**config.mk**
```make
export PLATFORM = sky130hd
export DESIGN_NAME = dsadc_seq
export DESIGN_NICKNAME = d
export VERILOG_FILES = /design/src/rtl/dsadc_pkg.sv /design/src/rtl/dsadc_ctrl.sv /design/src/rtl/dsadc_dpath.sv /design/src/rtl/dsadc_seq.sv
export SDC_FILE = /design/constraint.sdc
export NUM_CORES = 1
export LEC_CHECK = 0
export BUFFER_PORTS_ARGS = -buffer_cell sky130_fd_sc_hd__buf_4
export CORE_MARGIN = 1
export CORE_UTILIZATION = 55
export DETAILED_ROUTE_END_ITERATION = 6
export GPL_TIMING_DRIVEN = 0
export PLACE_DENSITY = 0.79
export SYNTH_ARGS = -nofsm -noshare
export SYNTH_HDL_FRONTEND = slang
export SYNTH_SLANG_ARGS = --single-unit
```
**constraint.sdc**
```tcl
create_clock -name clk -period 4.25 [get_ports clk]
set_input_delay 0.6375 -clock clk [delete_from_list [all_inputs] [get_ports clk]]
set_output_delay 0.6375 -clock clk [all_outputs]
set_load 0.01 [all_outputs]
```
**src/rtl/dsadc_pkg.sv**
```systemverilog
package dsadc_pkg;

  typedef enum logic [2:0] {
    S_IDLE,
    S_RSTINT,
    S_INTEG,
    S_DEINT,
    S_DONE
  } seqState_t;

  // strobes from control to datapath, at most one active per cycle
  typedef struct packed {
    logic clrResult;
    logic cntClr;
    logic cntEn;
    logic capture;
    logic saturate;
  } dpStrobe_t;

endpackage

```
**src/rtl/dsadc_ctrl.sv**
```systemverilog
module dsadc_ctrl
  import dsadc_pkg::*;
#(
  parameter int INT_TICKS = 16,
  parameter int RST_W     = 4
) (
  input  logic             clk,
  input  logic             rst,
  input  logic             startPulse,
  input  logic             cmpZero,
  input  logic [RST_W-1:0] rstLen,
  input  logic             cntFull,
  output dpStrobe_t        strobe,
  output logic             selInput,
  output logic             selRef,
  output logic             intReset,
  output logic             done
);

  localparam int INT_W = (INT_TICKS > 1) ? $clog2(INT_TICKS) : 1;
  localparam int TMR_W = (INT_W > RST_W) ? INT_W : RST_W;
  localparam logic [TMR_W-1:0] INT_LAST = TMR_W'(INT_TICKS - 1);

  seqState_t       state, stateNext;
  logic [TMR_W-1:0] tmr, tmrNext;
  logic [TMR_W-1:0] rstLast;

  assign rstLast = TMR_W'(rstLen);

  always_comb begin
    stateNext = state;
    tmrNext   = tmr;
    strobe    = '0;
    unique case (state)
      S_IDLE: begin
        if (startPulse) begin
          stateNext        = S_RSTINT;
          tmrNext          = '0;
          strobe.clrResult = 1'b1;
        end
      end
      S_RSTINT: begin
        if (tmr == rstLast) begin
          stateNext = S_INTEG;
          tmrNext   = '0;
        end else begin
          tmrNext = tmr + 1'b1;
        end
      end
      S_INTEG: begin
        if (tmr == INT_LAST) begin
          stateNext     = S_DEINT;
          tmrNext       = '0;
          strobe.cntClr = 1'b1;
        end else begin
          tmrNext = tmr + 1'b1;
        end
      end
      S_DEINT: begin
        if (cmpZero) begin
          stateNext      = S_DONE;
          strobe.capture = 1'b1;
        end else if (cntFull) begin
          stateNext       = S_DONE;
          strobe.saturate = 1'b1;
        end else begin
          strobe.cntEn = 1'b1;
        end
      end
      S_DONE:  stateNext = S_IDLE;
      default: stateNext = S_IDLE;
    endcase
  end

  always_ff @(posedge clk) begin
    if (rst) begin
      state <= S_IDLE;
      tmr   <= '0;
    end else begin
      state <= stateNext;
      tmr   <= tmrNext;
    end
  end

  assign selInput = (state == S_INTEG);
  assign selRef   = (state == S_DEINT);
  assign intReset = (state == S_RSTINT);
  assign done     = (state == S_DONE);

endmodule

```
**src/rtl/dsadc_dpath.sv**
```systemverilog
module dsadc_dpath
  import dsadc_pkg::*;
#(
  parameter int CNT_W = 8
) (
  input  logic             clk,
  input  logic             rst,
  input  dpStrobe_t        strobe,
  output logic             cntFull,
  output logic [CNT_W-1:0] result,
  output logic             valid,
  output logic             overflow
);

  logic [CNT_W-1:0] cnt;

  // count register moves only on clear or during the reference phase
  always_ff @(posedge clk) begin
    if (rst) begin
      cnt <= '0;
    end else if (strobe.cntClr) begin
      cnt <= '0;
    end else if (strobe.cntEn) begin
      cnt <= cnt + 1'b1;
    end
  end

  assign cntFull = &cnt;

  always_ff @(posedge clk) begin
    if (rst || strobe.clrResult) begin
      result   <= '0;
      valid    <= 1'b0;
      overflow <= 1'b0;
    end else if (strobe.capture) begin
      result <= cnt;
      valid  <= 1'b1;
    end else if (strobe.saturate) begin
      result   <= '1;
      valid    <= 1'b1;
      overflow <= 1'b1;
    end
  end

endmodule

```
**src/rtl/dsadc_seq.sv**
```systemverilog
module dsadc_seq
  import dsadc_pkg::*;
#(
  parameter int INT_TICKS = 16,
  parameter int CNT_W     = 8,
  parameter int RST_W     = 4
) (
  input  logic             clk,
  input  logic             rst,
  input  logic             startPulse,
  input  logic [RST_W-1:0] rstLen,
  input  logic             cmpZero,
  output logic             selInput,
  output logic             selRef,
  output logic             intReset,
  output logic [CNT_W-1:0] result,
  output logic             done,
  output logic             valid,
  output logic             overflow
);

  dpStrobe_t strobe;
  logic      cntFull;

  dsadc_ctrl #(
    .INT_TICKS(INT_TICKS),
    .RST_W    (RST_W)
  ) u_ctrl (
    .clk       (clk),
    .rst       (rst),
    .startPulse(startPulse),
    .cmpZero   (cmpZero),
    .rstLen    (rstLen),
    .cntFull   (cntFull),
    .strobe    (strobe),
    .selInput  (selInput),
    .selRef    (selRef),
    .intReset  (intReset),
    .done      (done)
  );

  dsadc_dpath #(
    .CNT_W(CNT_W)
  ) u_dpath (
    .clk     (clk),
    .rst     (rst),
    .strobe  (strobe),
    .cntFull (cntFull),
    .result  (result),
    .valid   (valid),
    .overflow(overflow)
  );

endmodule

```
After elaboration in Yosys (flattened, before gate mapping):

Cells that the tools add are included.

* register bits after elaboration: 25
* input bits: 8
* output and inout bits: 14
* logic and storage cells: 52

* $add $sub $neg: 2
* equality and inequality tests: 10
* mux-type cells: 24
* bitwise logic cells: 1
* reductions and logical operators: 9

Operators with widths (count)
* $mux 3: 6
* $mux 8: 2
* $mux 4: 3
* $pmux 3 s4: 1
* $pmux 4 s3: 1
* $mux 1: 11
* $add 8x1->8 const B: 1
* $reduce_and 8->1: 1
* $eq 3x2->1 const B: 2
* $add 4x1->4 const B: 1
* $eq 4x4->1: 1
* $eq 4x4->1 const B: 1
* $ne 2x1->1 const B: 2
* $reduce_and 2->1: 2
* $reduce_and 4->1: 1
* $eq 3x1->1 const B: 1
* $eq 3x3->1 const B: 1
* $logic_not 3->1: 1
* $ne 3x2->1 const B: 1
* $reduce_bool 3->1: 1
* $ne 2x2->1 const B: 1
* $reduce_bool 2->1: 1
* $reduce_or 2->1: 1
* $logic_or 1x1->1: 1
* $not 1->1: 1

Longest topological paths before layout:

Gate-level depths: netlist (run 1).

* depth in word-level cells: 6
* gate-level depth with buffers: 5
* gate-level depth less buffers: 5

By module:

A second synthesis (run 1) with hierarchy kept.

* cell total of the unflattened synthesis: 146
* area total of the unflattened synthesis: 1224.9 sq um

Modules (own cells, without submodules)
* dsadc_dpath: instances 1, cells an instance 83, area each 704.4 sq um, seq. area each 360.3 sq um
* dsadc_ctrl: instances 1, cells an instance 63, area each 520.5 sq um, seq. area each 140.1 sq um

Least setup slack after synthesis (run 1):

Ideal clock, no wire load.

* kind: register -> output
* start: register u_ctrl.state[0]
* end: output port intReset
* arrival: 0.962 ns
* setup slack: 2.651 ns
* cell stages (with the launch flop): 3
* path buffers: 0
* cell sequence: dfxtp_1 > or3b_4 > inv_1

* longest elaborated chain between the ends: 1

RTL lines
* from (decl): RTL line dsadc_ctrl.sv:24 `seqState_t state, stateNext;`
* from (signal assigned): RTL line dsadc_ctrl.sv:80 `state <= stateNext;`
* $eq 3x1->1: RTL line dsadc_ctrl.sv:87 `assign intReset = (state == S_RSTINT);`
* to (decl): RTL line dsadc_seq.sv:15 `output logic intReset,`

No other way between the ends.

Worst setup path after layout (run 1):

Ends and elaborated chain as after synthesis.

==> results.md, run 1 <==
- Pleak: 0.536 nW
- Post-CTS sizing: 0
- Critical R2R Capture: u_ctrl.tmr[2]
- DRT iter0 DRCs: 26
- Clock-pin slew on the worst setup and hold paths: 130 ps
- WHS Path Cells: 2
- Crit-path max FO: 7
- DR vias/cell: 5.70
- N_diodes: 0
- Max_cap viols: 0
- DR vias: about 1100
- Hold Buf Count CTS: 0
- Met1 WL: 1230 um
- Minimum clock period: 2080 ps
- Die width: between 40 and 50 um
- Insertion delay of the later-clocked pin in the worst-skew pair: between 300 and 400 ps
- Drt drc: 0
- Syn. warnings: 0
- R2R Path Start: u_ctrl.state[1]
- Final Cycle Share: 0.490
- Num CTS Buffers: 3
- Hold EP: u_dpath.overflow
- Wire length per cell: ~13 um
- Post-CTS setup buffer count: 0
- Final Util: 0.715
- Clk root buf: clkbuf_4
- Finished Layout Cells: 187
- WL met3: 107 um
- Slowest CP cell: dfxtp_1
- Pre-Repair DR Iteration Count: 4
- # setup viols final: 0
- Clock Tree Buf Depth: 2
- Status: finished clean
- Initial antenna violation count: 0
- Synth Area per Inst: 9.26 um2
- Library cells used by synthesis: 42
- Cells after synthesis: 136
- Cells after DPL: roughly 180
- Nets: 171
- R2R depth: 5
- Number of global-route vias before repair: between 900 and 1000
- Post-Syn Area: between 0.001 and 0.0015 mm2
- Initial core utilization: 0.611
- Die area: 0.00249 mm2
- CTS tree: built
- Largest net degree at the start of global routing: 16
- Post-synthesis sequential area ratio: 0.397
- Tot GR Track Use: 0.223
- Core area: 0.00206 mm2
- Final Max Slew Viols: 0
- Global route overflow: 0
- Unrepaired setup endpoints after global routing: false
- Hold Crit Start: u_dpath.overflow
- Critical path type: reg2out
- Clock sink count: 25
- Top Layer Used: met4
- I/O Buffers: 20
- Flop2flop setup slack: 2600 ps
- Worst path cell trace: or3b_4 > inv_1 > buf_4
- Final wirelength: between 2000 and 2500 um
- CTS H-tree lvls: 1
- Wire length on met2: 1150 um
- Worst Clk Skew: between 7 and 8 ps
- Worst vdd ir: 225 uV
- CP endpoint kind: output pin
- Max-Slew Margin vs Limit: 0.602
- HPWL Detailed: 1930 um
- Worst path arrival time: 1450 ps
- Power per standard cell area: 308 mW/mm2
- Layout cells sized above 1: 0.244
- Routed Antenna Nets: 0
- Hold Crit Class: reg2reg
- Slew of the pin with the lowest slew margin: 594 ps
- Setup TNS: 0 ps
- Max stage delay on crit path: 500 ps
- Die extent in y: 49.9 um
- Register bit total from synthesis: 25
- First-pass GRT wire length: 4340 um
- Fmax: 480 MHz
- Final Hold Viols: 0
- WP data required: 3610 ps
- Mapped Nets: approximately 150
- # IOs: 22
- Routability congestion estimate: approximately 0.8
- Area grow syn2layout: 17.0%
- Rows: 16
- Critical Path Start Type: register
[worst max-delay path, delay by kind of cell (launching register included)]
kind          cells  cell delay [ps]
buf+inv           2              180
simple gates      1              460
flops             1              500
[cells in the final DEF (no fill, tap or decap), types with 3 or more instances in the layout]
master and instances:
inv_1 5, xnor2_1 10, dfxtp_1 25, a31oi_1 4
nand2_1 12, a211oi_1 6, buf_2 3, clkbuf_4 3
buf_4 20, a21oi_1 4, and2_1 4, a21o_1 3
nor2_1 18
[worst max path at each step]
stage / from / end / slack (ps)
6_report: u_ctrl.state[0] / intReset / 2170
5_1_grt: u_ctrl.state[0] / intReset / 2100
4_1_cts: u_ctrl.state[0] / intReset / 2160
3_5_place_dp: cmpZero / u_dpath.result[3] / 2350
3_3_place_gp: cmpZero / u_dpath.result[7] / 2420
2_1_floorplan: u_ctrl.state[0] / intReset / 2650
[metal layers]
metal,GRT usage,up-vias
met5,0,-
met4,0.0143,0
met3,0.0463,2
met2,0.360,30
met1,0.316,489
li1,-,544
[where the power goes]
part	total, W	switching (W)	internal [W]
combinational	0.0000958	0.0000512	0.0000446
sequential	0.000255	0.0000116	0.000243
clock	0.000103	0.0000674	0.0000359
[Yosys cell counts]
cell	instances	share of area
dfxtp_1	25	0.40
nor2_1	18	0.054
nand2_1	12	0.036
xnor2_1	10	0.070
a211oi_1	6	0.036
inv_1	5	0.015
a21oi_1	4	0.016
a31oi_1	4	0.020
and2_1	4	0.020
a21o_1	3	0.018
buf_2	3	0.012
a2111oi_2	2	0.024
a221oi_1	2	0.014
a311oi_1	2	0.014
clkbuf_1	2	0.0060
ha_1	2	0.020
mux2i_1	2	0.016
nand2b_1	2	0.0099
nand3_1	2	0.0079
nor2b_1	2	0.0099
nor3b_1	2	0.012
nor4_2	2	0.020
a31oi_2	1	0.0099
a41oi_1	1	0.0070
a41oi_4	1	0.022
and3_1	1	0.0050
and3b_1	1	0.0070
and3b_2	1	0.0079
and4_1	1	0.0070
nand3_2	1	0.0079
nand4_1	1	0.0050
nand4bb_4	1	0.022
nor2_2	1	0.0050
nor3_1	1	0.0040
nor3_2	1	0.0079
nor4_1	1	0.0050
o21ai_0	1	0.0040
o21ai_1	1	0.0040
o22ai_1	1	0.0050
o31ai_1	1	0.0060
or2_1	1	0.0050
or3b_4	1	0.0089
[sequential cells by signal, indices dropped and copies added, names as in the netlist]
| register | cells |
|---|---|
| u_dpath.overflow | 1 |
| u_dpath.result | 8 |
| u_ctrl.tmr | 4 |
| u_dpath.valid | 1 |
| u_ctrl.state | 3 |
| u_dpath.cnt | 8 |
[per-stage QoR]
step | setup slack, ps | area (um2) | hold slack, ps | power [W]
final | 2170 | 1470 | 468 | 0.000454
after CTS | 2160 | 1470 | 471 | 0.000457
after detailed placement | 2350 | 1440 | 452 | 0.000356
after global routing | 2100 | 1470 | 505 | 0.000478
after floorplan | 2650 | 1260 | 470 | 0.000329
after global placement | 2420 | 1440 | 434 | 0.000352
[cell type report]
cell class / instances / area (um2)
Clock inverter: 1 / 7.51
Inverter: 5 / 18.8
Timing Repair Buffer: 20 / 150
Fill cell: 173 / 588
Buffer: 5 / 22.5
Multi-Input combinational cell: 101 / 718
Sequential cell: 25 / 500
Tap cell: 27 / 33.8
Clock buffer: 3 / 22.5
[cells by family after synthesis]
kind of cell | count (synthesis) | synth area share
AO/OA/AOI/OAI | 30 | 0.199
flip-flops | 25 | 0.397
buffers and inverters | 10 | 0.0328
AND/OR/NAND/NOR | 57 | 0.266
adder cells (fa/ha/maj) | 2 | 0.0199
multiplexers | 2 | 0.0159
XOR/XNOR | 10 | 0.0695
(Power assumes the default switching activity.)
==> run 2, diff against run 1 <==
Settings changed: CORE_UTILIZATION 55 to 54, PLACE_DENSITY 0.79 to 0.77.
Clock period 4.25 ns to 2.05 ns, I/O delays scaled along.
==> run 2 against run 1 <==
  * Utilization decreased by 4.8 points
  * Die area increased by 1.8%
  * Wire length unchanged
  * Highest routed layer unchanged
  * Non-clock buffer count unchanged
  * First-iteration DRC count rose by 35%
  * Count of clock-buffer cells in the layout did not move
  * Design area hardly changed
  * Register-to-register slack lost 2200 ps
==> results.md, run 2 (synthesized netlist as in run 1, its figures left out) <==
- Clock-pin slew on the worst setup and hold paths: 140 ps (about the same)
- Crit path max-delay family: flip-flops
- Clock sink count: 25 (unchanged)
- Die area: 0.00253 mm2 (+1.8%)
- Critical Path Start Type: register
- Num CTS Buffers: 3 (unchanged)
- Initial antenna violation count: 0 (unchanged)
- Finished Layout Cells: 188 (+0.53%)
- Nets: 171 (unchanged)
- Core area: 0.00221 mm2 (+7.3%)
- R2R Path Start: u_dpath.cnt[4]
- Worst Setup SP: u_ctrl.state[0]
- Regs by FF count: u_dpath.cnt x8, u_dpath.result x8, u_ctrl.tmr x4
- Insertion delay of the later-clocked pin in the worst-skew pair: 320 ps (about the same)
- Slowest CP cell: dfxtp_1
- Max stage delay on crit path: 510 ps (about the same)
- WHS Path Cells: 2 (unchanged)
- Clock Tree Buf Depth: 2 (unchanged)
- Hold Crit Class: in2reg
- Routability congestion estimate: 0.820 (+2.1%)
- Number of global-route vias before repair: 949 (+2.2%)
- I/O Buffers: 20 (unchanged)
- Die width: 50.3 um (+0.89%)
- First-pass GRT wire length: 4180 um (-3.7%)
- Power per standard cell area: 648 mW/mm2 (+110%)
- DR vias/cell: 5.53 (-2.9%)
- HPWL Detailed: 1850 um (-4.4%)
- Largest net degree at the start of global routing: 16 (unchanged)
- Final Hold Viols: 0 (unchanged)
- Slew of the pin with the lowest slew margin: 530 ps (-63.7 ps)
- CP Buf/Inv Count: 2 (unchanged)
- Max-Slew Margin vs Limit: 0.644 (+0.0427)
- Worst Clk Skew: 5.81 ps (-1.70 ps)
- # setup viols final: 0 (unchanged)
- Area grow syn2layout: 17.1% (about the same)
- Wire length per cell: 13.2 um (-0.53%)
- Clk root buf: clkbuf_4
- Critical Path Stages: 3 (unchanged)
- Post-CTS setup buffer count: 0 (unchanged)
- Routed Antenna Nets: 0 (unchanged)
- Fmax: 565 MHz
- Final instance area: 0.00148 mm2 (about the same)
- Worst path cell trace: or3b_4 > inv_1 > buf_4
- CP endpoint kind: output pin
- R2R depth: 5 (unchanged)
- Worst vdd ir: 647 uV (+190%)
- Crit-path max FO: 7 (unchanged)
- Tot GR Track Use: 0.220 (-0.00313)
- WP data required: 1740 ps (-1870 ps)
- Minimum clock period: 1770 ps
- Final Max Slew Viols: 0 (unchanged)
- Flop2flop setup slack: 390 ps (-2210 ps)
- Pre-Repair DR Iteration Count: 4 (unchanged)
- Sequential Area: 500 um2 (unchanged)
- DR vias: 1040 (-2.3%)
- Unrepaired setup endpoints after global routing: false
- Cells after DPL: 184 (+0.55%)
- DRT iter0 DRCs: 35 (+35%)
- PnR Total Power: 0.000955 W (+110%)
- Commonest non-fill, non-tap cells in the layout: dfxtp_1, buf_4, nor2_1, nand2_1, xnor2_1
- CTS H-tree lvls: 1 (unchanged)
- Rows: 17 (+1)
- Setup TNS: 0 ps (unchanged)
- Hold Buf Count CTS: 0 (unchanged)
- Die extent in y: 50.3 um (+0.89%)
- Hold Crit Start: rst
- Area of the multi-input gates: 718 um2 (unchanged)
- Drt drc: 0 (unchanged)
- Initial core utilization: 0.570 (-0.0415)
- Max_cap viols: 0 (unchanged)
- Layout cells sized above 1: 0.244 (unchanged)
- Final wirelength: 2490 um (unchanged)
- N_diodes: 0 (unchanged)
- Post-CTS sizing: 0 (unchanged)
- Final Cycle Share: 0.864
- Pleak: 0.536 nW (unchanged)
- Critical path type: reg2out
- Number of filler cells placed in the layout: 197 (+14%)
- Commonest non-fill, non-tap cell in the layout: dfxtp_1
- # IOs: 22 (unchanged)
- CTS tree: built
- Placed inst area: 0.00145 mm2 (about the same)
- Global route overflow: 0 (unchanged)
- Status: finished clean
- Worst path arrival time: 1460 ps (about the same)
-- run 2: cell counts in the layout (fill, tap and decap cells not counted) --
Identical to the previous run, type by type.
-- run 2: routing by layer --
layer | share of wire | global-route usage | vias to the layer above
li1 | - | - | 543
met5 | 0 | 0 | -
met1 | 0.47 | 0.295 | 463
met3 | 0.054 | 0.0364 | 4
met2 | 0.46 | 0.342 | 30
met4 | 0.014 | 0.102 | 0
-- run 2: final timing paths --
kind / end
worst max-delay path: intReset
worst min-delay path: u_ctrl.tmr[1]
worst max register to register: u_ctrl.state[1]
worst min register to register: u_dpath.overflow
-- run 2: cell type report --
class	count	area share
multi-input cells	101	0.487
flip-flops and latches	25	0.339
well taps	28	0.0237
clock buffers	3	0.0153
plain buffers	5	0.0153
inverters	5	0.0127
clock inverters	1	0.00509
repair buffers	20	0.102
-- run 2: where the power goes --
part | leakage (nW) | switching (W) | total (W) | internal, W
Clock | 0.0139 | 0.000153 | 0.000227 | 0.0000746
Combinational | 0.320 | 0.000107 | 0.000200 | 0.0000931
Sequential | 0.202 | 0.0000238 | 0.000528 | 0.000504
-- run 2: through the flow --
step                      setup slack (ps)  hold slack, ps  utilization
after CTS                              269             373        0.667
after detailed placement               426             450        0.653
final                                  279             385        0.667
after global placement                 480             434        0.653
after floorplan                        592             470            -
after global routing                   210             394        0.667
==> run 3, diff against run 2 <==
Settings changed: CORE_ASPECT_RATIO from default to 0.5, CORE_UTILIZATION 54 to 30, PLACE_DENSITY 0.77 to default.
==> run 3 against run 2 <==
  * Sequential cell count unchanged
  * Global-route usage down 9.4 points
  * Clock power up 35%
  * Final cell count up 14%
  * Sequential power about the same
  * Register-to-register slack about the same
  * First-iteration DRC count down 11%
  * Die area up 77%
  * Power up 8.0%
  * Largest power group unchanged
==> results.md, run 3 (synthesized netlist as in run 1, its figures left out) <==
- Status: finished clean
- DR vias/cell: 4.88 (-12%)
- Number of filler cells placed in the layout: 407 (+110%)
- Routability congestion estimate: 0.741 (-9.6%)
- Hold Buf Count CTS: 0 (unchanged)
- Die extent in y: 47.8 um (-4.9%)
- Min Hold Slack: 404 ps (+19.7 ps)
- Tot GR Track Use: 0.126 (-0.0935)
- Commonest non-fill, non-tap cell in the layout: dfxtp_1
- DRT iter0 DRCs: 31 (-11%)
- HPWL Detailed: 1860 um (+0.57%)
- Die area: 0.00448 mm2 (+77%)
- Clock-pin slew on the worst setup and hold paths: 90 ps (-50 ps)
- Post-CTS sizing: 0 (unchanged)
- Clk root buf: clkbuf_8
- CTS H-tree lvls: 1 (unchanged)
- CTS tree: built
- Wire length per cell: 12.2 um (-7.8%)
- Fmax: 570 MHz (+1.1%)
- Insertion delay of the later-clocked pin in the worst-skew pair: 280 ps (-40 ps)
- Worst Clk Skew: 4.01 ps (-1.80 ps)
- Drt drc: 0 (unchanged)
- Area grow syn2layout: 21.0%
- Layout cells sized above 1: 0.244 (unchanged)
- First-pass GRT wire length: 4170 um (-0.17%)
- Initial antenna violation count: 0 (unchanged)
- Unrepaired setup endpoints after global routing: false
- Routed Antenna Nets: 0 (unchanged)
- Flop2flop setup slack: 390 ps (about the same)
- Worst vdd ir: 219 uV (-66%)
- WP data required: 1740 ps (about the same)
- Die width: 93.7 um (+86%)
- Nets: 171 (unchanged)
- Setup TNS: 0 ps (unchanged)
- # IOs: 22 (unchanged)
- Core area: 0.00396 mm2 (+79%)
- Minimum clock period: 1750 ps (-18.5 ps)
- Regs by FF count: u_dpath.cnt x8, u_dpath.result x8, u_ctrl.tmr x4
- Number of global-route vias before repair: 898 (-5.4%)
- Global route overflow: 0 (unchanged)
- Clock sink count: 25 (unchanged)
- # setup viols final: 0 (unchanged)
- CP endpoint kind: output pin
- Max_cap viols: 0 (unchanged)
- Power per standard cell area: 677 mW/mm2 (+4.5%)
- N_diodes: 0 (unchanged)
- Critical Path Start Type: register
- Commonest non-fill, non-tap cells in the layout: dfxtp_1, buf_4, nor2_1, nand2_1, xnor2_1
- Final wirelength: 2610 um (+5.0%)
- Clock Tree Buf Depth: 2 (unchanged)
- Rows: 16 (-1)
- PnR Total Power: 0.00103 W (+8.0%)
- Critical path type: reg2out
- Pleak: 0.547 nW (+2.2%)
- Final instance area: 0.00152 mm2 (+3.3%)
- Pre-Repair DR Iteration Count: 4 (unchanged)
- Slew of the pin with the lowest slew margin: 536 ps (+6.07 ps)
- Post-CTS setup buffer count: 0 (unchanged)
- Num CTS Buffers: 3 (unchanged)
- DR vias: 1045 (+0.48%)
- Initial core utilization: 0.318 (-0.252)
- Max-Slew Margin vs Limit: 0.640 (-0.00407)
- Final Hold Viols: 0 (unchanged)
- I/O Buffers: 20 (unchanged)
- Worst path arrival time: 1450 ps (about the same)
- Crit-path max FO: 7 (unchanged)
- Placed inst area: 0.00148 mm2 (+2.3%)
- Largest net degree at the start of global routing: 15 (-1)
- Final Cycle Share: 0.855 (-0.00902)
- Hold Crit Class: in2reg
- Final Max Slew Viols: 0 (unchanged)
[run 3: cell count changes in the layout (fill, tap and decap cells not counted), sizes merged]
cell / before / now
clkinv: 0 / 1
clkinvlp: 1 / 0
[run 3: power by group]
| part | internal [W] | total, W | switching [W] |
|---|---|---|---|
| registers | 0.000503 | 0.000529 | 0.0000255 |
| clock network | 0.000137 | 0.000306 | 0.000169 |
| logic | 0.0000925 | 0.000197 | 0.000104 |
[run 3: metal layers]
metal  vias to the layer above  global-route usage  routed length [um]
li1                        539                   -                   -
met1                       489               0.146                1270
met2                        15               0.221                1240
met3                         2              0.0333                  83
met4                         0              0.0800                  23
met5                         -                   0                   0
[run 3: area by class of cell]
cell class                 count  area (um2)  share of cell area
multi-input combinational    101         718               0.471
sequential                    25         500               0.328
timing repair buffer          20         150              0.0985
tap                           54        67.6              0.0443
clock buffer                   3        41.3              0.0271
buffer                         5        22.5              0.0148
inverter                       5        18.8              0.0123
clock inverter                 1        5.00             0.00328
[run 3: worst paths after layout]
path / depth (start not counted) / start / to
worst max-delay path: 3 / u_ctrl.state[0] / intReset
worst min-delay path: 2 / rst / u_ctrl.state[0]
worst max register to register: 4 / u_ctrl.state[0] / u_ctrl.tmr[2]
worst min register to register: 2 / u_dpath.overflow / u_dpath.overflow
[run 3: worst max-delay path: stages (launching register included)]
cell	delay, ps
dfxtp_1	520
or3b_4	460
inv_1	70
buf_4	110
[run 3: metrics by stage]
stage / util / cells / setup WS [ps]
6_report: 0.384 / 214 / 297
5_1_grt: 0.384 / 214 / 225
4_1_cts: 0.384 / 214 / 275
3_5_place_dp: 0.373 / 210 / 389
3_3_place_gp: 0.373 / 210 / 445
2_1_floorplan: - / 136 / 592
